`config.mk`:
```
export PLATFORM = sky130hd
export DESIGN_NAME = acc_cpu
export DESIGN_NICKNAME = d
export VERILOG_FILES = /design/src/rtl/acc_cpu.sv
export SDC_FILE = /design/constraint.sdc
export NUM_CORES = 1
export LEC_CHECK = 0
export BUFFER_PORTS_ARGS = -buffer_cell sky130_fd_sc_hd__buf_4
export CAP_MARGIN = 5
export CORE_MARGIN = 4
export CORE_UTILIZATION = 63
export CTS_CLUSTER_DIAMETER = 120
export DETAILED_ROUTE_END_ITERATION = 12
export PLACE_DENSITY = 0.89
export SLEW_MARGIN = 25
export SYNTH_ARGS = -nofsm -noshare
export SYNTH_HDL_FRONTEND = slang
export SYNTH_SLANG_ARGS = --single-unit
```
`constraint.sdc`:
```
create_clock -name clk -period 3.6 [get_ports clk]
set_input_delay 0.72 -clock clk [delete_from_list [all_inputs] [get_ports clk]]
set_output_delay 0.72 -clock clk [all_outputs]
set_load 0.005 [all_outputs]
```
`src/rtl/acc_cpu.sv`:
```
module acc_cpu #(
  parameter int DW = 8,
  parameter int AW = 8
) (
  input  logic          clk,
  input  logic          rst,
  output logic [AW-1:0] mem_addr,
  output logic [DW-1:0] mem_wdata,
  input  logic [DW-1:0] mem_rdata,
  output logic          mem_we,
  output logic          halted
);

  localparam logic [DW-1:0] OP_END  = DW'(8'h00);
  localparam logic [DW-1:0] OP_LDM  = DW'(8'h01);
  localparam logic [DW-1:0] OP_LDD  = DW'(8'h02);
  localparam logic [DW-1:0] OP_LDX  = DW'(8'h03);
  localparam logic [DW-1:0] OP_LDR  = DW'(8'h04);
  localparam logic [DW-1:0] OP_STO  = DW'(8'h05);
  localparam logic [DW-1:0] OP_ADDI = DW'(8'h06);
  localparam logic [DW-1:0] OP_ADDD = DW'(8'h07);
  localparam logic [DW-1:0] OP_INC  = DW'(8'h08);
  localparam logic [DW-1:0] OP_AND  = DW'(8'h09);
  localparam logic [DW-1:0] OP_OR   = DW'(8'h0A);
  localparam logic [DW-1:0] OP_XOR  = DW'(8'h0B);
  localparam logic [DW-1:0] OP_LSL  = DW'(8'h0C);
  localparam logic [DW-1:0] OP_LSR  = DW'(8'h0D);
  localparam logic [DW-1:0] OP_CMP  = DW'(8'h0E);
  localparam logic [DW-1:0] OP_JMP  = DW'(8'h0F);
  localparam logic [DW-1:0] OP_JPE  = DW'(8'h10);
  localparam logic [DW-1:0] OP_JPN  = DW'(8'h11);

  typedef enum logic [3:0] {
    S_F1, S_F2, S_F3, S_F4, S_O2, S_O3, S_EX, S_RD, S_WB, S_ST, S_HALT
  } state_t;

  state_t        state;
  logic [AW-1:0] pc, mar, ix;
  logic [DW-1:0] mdr, cir, acc;
  logic          eq;

  assign mem_addr  = mar;
  assign mem_wdata = acc;
  assign mem_we    = (state == S_ST);
  assign halted    = (state == S_HALT);

  always_ff @(posedge clk) begin
    if (rst) begin
      state <= S_F1;
      pc    <= '0;
      mar   <= '0;
      ix    <= '0;
      mdr   <= '0;
      cir   <= '0;
      acc   <= '0;
      eq    <= 1'b0;
    end else begin
      case (state)
        S_F1: begin
          mar   <= pc;
          state <= S_F2;
        end
        S_F2: state <= S_F3;
        S_F3: begin
          mdr   <= mem_rdata;
          pc    <= pc + 1'b1;
          state <= S_F4;
        end
        S_F4: begin
          cir   <= mdr;
          mar   <= pc;
          state <= S_O2;
        end
        S_O2: state <= S_O3;
        S_O3: begin
          mdr   <= mem_rdata;
          pc    <= pc + 1'b1;
          state <= S_EX;
        end
        S_EX: begin
          state <= S_F1;
          case (cir)
            OP_END:  state <= S_HALT;
            OP_LDM:  acc <= mdr;
            OP_LDD, OP_ADDD: begin
              mar   <= mdr[AW-1:0];
              state <= S_RD;
            end
            OP_LDX: begin
              mar   <= mdr[AW-1:0] + ix;
              state <= S_RD;
            end
            OP_LDR:  ix  <= mdr[AW-1:0];
            OP_STO: begin
              mar   <= mdr[AW-1:0];
              state <= S_ST;
            end
            OP_ADDI: acc <= acc + mdr;
            OP_INC:  acc <= acc + 1'b1;
            OP_AND:  acc <= acc & mdr;
            OP_OR:   acc <= acc | mdr;
            OP_XOR:  acc <= acc ^ mdr;
            OP_LSL:  acc <= acc << mdr;
            OP_LSR:  acc <= acc >> mdr;
            OP_CMP:  eq  <= (acc == mdr);
            OP_JMP:  pc  <= mdr[AW-1:0];
            OP_JPE:  if (eq)  pc <= mdr[AW-1:0];
            OP_JPN:  if (!eq) pc <= mdr[AW-1:0];
            default: state <= S_HALT;
          endcase
        end
        S_RD: state <= S_WB;
        S_WB: begin
          acc   <= (cir == OP_ADDD) ? acc + mem_rdata : mem_rdata;
          state <= S_F1;
        end
        S_ST:   state <= S_F1;
        S_HALT: state <= S_HALT;
        default: state <= S_HALT;
      endcase
    end
  end

  AST_MAR_TAKES_PC:  assert property (@(posedge clk) disable iff (rst) state == S_F1 |=> mar == $past(pc));
  AST_MDR_TAKES_MEM: assert property (@(posedge clk) disable iff (rst) state == S_F3 |=> mdr == $past(mem_rdata));
  AST_CIR_TAKES_MDR: assert property (@(posedge clk) disable iff (rst) state == S_F4 |=> cir == $past(mdr));
  AST_PC_STEPS:      assert property (@(posedge clk) disable iff (rst) state == S_F3 |=> pc == AW'($past(pc) + 1'b1));
  AST_WE_SINGLE:     assert property (@(posedge clk) disable iff (rst) mem_we |=> !mem_we);
  AST_INC_ADDS_ONE:  assert property (@(posedge clk) disable iff (rst) (state == S_EX && cir == OP_INC) |=> acc == DW'($past(acc) + 1'b1));
  AST_FLAG_ONLY_CMP: assert property (@(posedge clk) disable iff (rst) !(state == S_EX && cir == OP_CMP) |=> $stable(eq));
  AST_HALT_STICKY:   assert property (@(posedge clk) disable iff (rst) halted |=> halted && !mem_we);

endmodule

```
* After elaboration in Yosys (flattened, before gate mapping) *
Index checks and enable logic that the tools add are counted.

cells by class
  $add $sub $neg = 5
  eq/ne operators = 33
  shifts and indexed selects = 2
  muxes and demuxes = 11
  bitwise operators = 3
  reductions and logical operators = 15

operators by type and width
  cell                                                              number
  8-bit by 4-bit == test with 1-bit output (second input constant)  8
  8-bit case mux with 2 select lines                                4
  8-bit case mux with 8 select lines                                1
  4-bit case mux with 9 select lines                                1
  8-bit by 3-bit == test with 1-bit output (second input constant)  4
  8-bit adder                                                       3
  8-bit two-way mux                                                 3
  8-bit case mux with 3 select lines                                1
  8-bit by 1-bit adder with 8-bit output (second input constant)    2
  4-bit by 3-bit == test with 1-bit output (second input constant)  4
  8-bit by 2-bit == test with 1-bit output (second input constant)  2
  8-bit by 5-bit == test with 1-bit output (second input constant)  2
  13-bit OR reduction                                               1
  4-bit == test (second input constant)                             3
  4-bit case mux with 3 select lines                                1
  9-bit by 1-bit != test with 1-bit output (second input constant)  1
  8-bit bitwise AND                                                 1
  4-bit by 2-bit == test with 1-bit output (second input constant)  2
  8-bit by 1-bit == test with 1-bit output (second input constant)  1
  8-bit == test                                                     1
  8-bit OR                                                          1
  2-bit AND reduction                                               4
  8-bit by 8-bit << shifter with 8-bit output                       1
  8-bit by 8-bit >> shifter with 8-bit output                       1
  other kinds (10)                                                  16

storage, ports and cells
  register bits after elaboration = 53
  input bits = 10
  output and inout port bits = 18
  logic and storage cells = 77

* Depth between registers and ports, before layout *
  depth in word-level cells = 4
  depth in mapped cells = 13
  gate-level depth less buffers = 12

* Worst setup path after synthesis *
No wires, ideal clock.

  path kind = register -> register
  from = register mdr[1]
  to = register acc[7], in the netlist mem_wdata[7]
  library setup time = 0.060 ns
  data arrival time = 3.259 ns
  data required time = 3.540 ns
  setup slack = 0.280 ns
  stages on the path, launching flop included = 14
  path buffers = 3
  period minus slack after synthesis = 3.320 ns
  path through = dfxtp_1 -> clkbuf_1 -> clkbuf_1 -> clkbuf_8 -> inv_1 -> a21oi_1 -> ha_1 -> a21oi_1 -> o211ai_1 -> o41ai_1 -> xnor2_1 -> or4b_1 -> a311oi_1 -> a311o_1

on the way
  longest elaborated chain between the ends = 3
  elaborated cells on any way between the ends = 5
  those cells by class = add/sub: 1; shift: 2; mux: 2

ends and longest elaborated chain
  item                                  line  text
  start, declared                       39    logic [DW-1:0] mdr, cir, acc;
  start signal, assigned                65    mdr <= mem_rdata;
  start signal, assigned                76    mdr <= mem_rdata;
  8-bit adder (tied with other cells)   98    OP_ADDI: acc <= acc + mdr;
  8-bit case mux with 8 select lines *  82    case (cir)
  8-bit case mux with 2 select lines *  58    case (state)
  end signal, assigned                  84    OP_LDM: acc <= mdr;
  end signal, assigned                  98
  end signal, assigned                  99    OP_INC: acc <= acc + 1'b1;
  end, declared                         39

Mark *: on every way between the ends. The rest lies on a longest branch, timed or not.
A chain may end at the register's enable or synchronous reset.

* Worst setup path in the final report *
  from = register cir[3]
  to = register acc[7], in the netlist mem_wdata[7]

on the way
  longest elaborated chain between the ends = 3
  elaborated cells on any way between the ends = 14
  those cells by class = eq/ne: 10; mux: 3; reduce/logical: 1

ends and longest elaborated chain
  item                                                                              line  text
  start, declared                                                                   39
  start signal, assigned                                                            70    cir <= mdr;
  8-bit by 4-bit == test with 1-bit output (tied with other cells)                  82
  8-bit case mux with 8 select lines (tied with other cells)                        82
  8-bit case mux with 2 select lines / 2-bit AND reduction (equally long branches)  --

Several ways; a longest one is shown, not always the timed one.

==> impl_metrics.yaml <==
run_status:
  status: "complete, no violations"
cts:
  cts-hold-fix-buffers: 0
  path_clk_slew_ns: 0.11
  post_cts_resized: 0
  cts_inserted_buffers: 5
  htreeDepth: 2
  clk_path_buf_depth: 2
  postCtsSetupBuffers: 0
  cts_sinks: 53
  cts-root-buf: "clkbuf_8"
  cts_tree: "yes"
  clock_latency_ns: 0.32
worst_setup_path:
  cp.required_ns: 3.87
  cp_max_fo: 8
  startpoint_type: "flop"
  arrival_ns: 3.57
  worstSetupEndpointType: "flop"
  worstSetupPathType: "reg2reg"
sta:
  skew_ns: 0.0143
  slew_headroom_pct: 31.8
  setup_ws_ns: 0.302
  tns_ns: 0
  rsz0062_at_grt: "no"
  period_share_pct: 91.6
  fmax_mhz: 303
  min_period_ns: 3.30
  worst_pin_slew_ns: 1.02
  hold_viol_final: 0
  timing.final.setup_violations: 0
  worst_hold_slack_ns: 0.464
  slew_violations: 0
die:
  ios: 28
  die_y_um: 95.9
  start_util_pct: 66.1
  fp.dieW_um: 95.9
  fp.coreArea_um2: 7370
  rows: 31
  dieArea_um2: 9200
layout:
  fin_area_um2: 5160
  seq_area_um2: 1060
  final_common_cell: "nor2_1"
  fill_cells: 605
  final_cell_mix: "72 x nor2_1, 57 x a21oi_1, 57 x nand2_1"
  area_growth_pct: 6.01
  finalNetCount: 683
  layout-drive-gt1-share_pct: 13.1
  multiInputGateArea_um2: 3450
  diodes: 0
  final_cell_count_no_fill: 732
global_route:
  gr-usage-all-layers_pct: 31.0
  overflow: 0
  grt_pass1_wl_mm: 22.5
  grt_pass1_vias: 4422
  antenna_found_initial: 0
  grt_start_max_net_pins: 54
yosys:
  ys_ff_latch: 53
  netlist.area_leader.share_pct: 21.8
  synth.top_cells.by_area: "dfxtp_1 22%, ha_1 9.8%, a21oi_1 5.9%"
  yosysTopAreaCell: "dfxtp_1"
  synthArstFlopShare_pct: 0
  synth-seq-area-share_pct: 21.8
  avgSynthCellArea_um2: 7.82
  yosys_warnings: 0
  syn_area_um2: 4870
  synth_edf_count: 0
  synth.distinct_cells: 73
  synthesis.nets: 674
  ys.flop_type: "dfxtp_1"
  synth_cells: 623
detailed_routing:
  drt_iter0_drc: 583
  viasPerCell: 6.67
  drt_wl_total_mm: 13.9
  drc: 0
  ant_nets: 0
  vias: 4883
  post_drt_wl_per_cell_um: 19.0
  first_pass_iters: 6
job:
  cap_viol_max_count: 0
power_and_ir_drop:
  p_leak_nw: 1.91
  p_per_area_nw_per_um2: 241
  ir_drop_uv: 237
placement:
  placedCellCount: 724
  gp_congestion: 1.02
  dp_slack_ns: 0.389
  port_buffers: 27
  placed_cell_area_um2: 5080
  hpwlAfterDp_mm: 9.97
worst_hold_path:
  hold_path.class: "reg2reg"
==> per-layer routing <==
metal | up-vias | part of all wire (%) | GRT usage [%]
met5 | - | 0.29 | 3.57
met3 | 41 | 13 | 7.04
met4 | 2 | 2.2 | 8.65
met2 | 307 | 44 | 46.5
met1 | 2246 | 40 | 44.2
li1 | 2287 | - | -
==> final cells by class <==
| class | count | share of cell area [%] |
|---|---|---|
| clock buffers | 6 | 1.41 |
| clock inverters | 2 | 0.291 |
| inverters | 27 | 1.96 |
| multi-input cells | 499 | 66.7 |
| flip-flops and latches | 53 | 20.5 |
| well taps | 99 | 2.40 |
| repair buffers | 46 | 6.69 |
==> path summary, 6_finish.rpt <==
path / start / end / slack (ns) / cells past startpoint
max: cir[3] / mem_wdata[7] / 0.30 / 10
min: ix[6] / ix[6] / 0.46 / 2
max reg2reg: cir[3] / mem_wdata[7] / 0.30 / 10
min reg2reg: ix[6] / ix[6] / 0.46 / 2
==> Yosys cell counts, drive strengths merged, types with 8 or more instances <==
cell and number:
a31oi 12, nand3 17, xor2 9, a22oi 11, and3 9, buf 11
xnor2 12, nor3 19, mux4 8, nor2 72, o21ai 32, mux2i 17
nand2 57, a211oi 13, dfxtp 53, nor4 10, o211ai 11, inv 26
nand2b 9, a21oi 57, clkbuf 32, ha 38
==> cells by family (layout without fill, tap and decap cells) <==
| group | Yosys count | count (layout) | share of synthesized area, % |
|---|---|---|---|
| DFF | 53 | 53 | 21.8 |
| and+or+nand+nor | 224 | 224 | 23.2 |
| adders and majority gates | 41 | 41 | 11.0 |
| xor gates and xnor gates | 21 | 21 | 3.78 |
| AOI/OAI and AO/OA | 185 | 185 | 24.9 |
| buffers and inverters | 71 | 81 | 7.50 |
| muxes | 28 | 28 | 7.88 |
==> registers in the layout (all words and copies together), names as in the netlist <==
signal / flops
cir: 8
ix: 8
eq: 1
mem_wdata: 8
state: 4
mem_addr: 8
pc: 8
mdr: 8
==> stage by stage <==
stage | total power [mW] | util, %
2_1_floorplan | 0.822 | -
6_report | 1.25 | 70.1
3_5_place_dp | 0.894 | 68.9
5_1_grt | 1.29 | 70.1
3_3_place_gp | 0.886 | 68.9
4_1_cts | 1.24 | 70.1
==> power by group <==
part           total, mW  leakage, nW  switching, mW  internal (mW)
logic              0.273         1.44          0.171          0.101
registers          0.619        0.428         0.0191          0.600
clock network      0.354       0.0374          0.216          0.138
==> critical path, stage by stage (launching register included) <==
cell      delay [ns]
dfxtp_1         0.46
nor4b_4         0.45
a21oi_1         0.20
ha_1            0.30
a21oi_1         0.19
o211ai_1        0.17
o41ai_1         0.38
xnor2_1         0.13
or4b_1          0.48
a311oi_1        0.32
a311o_1         0.17
No activity file was read; power rests on OpenSTA's default activity.
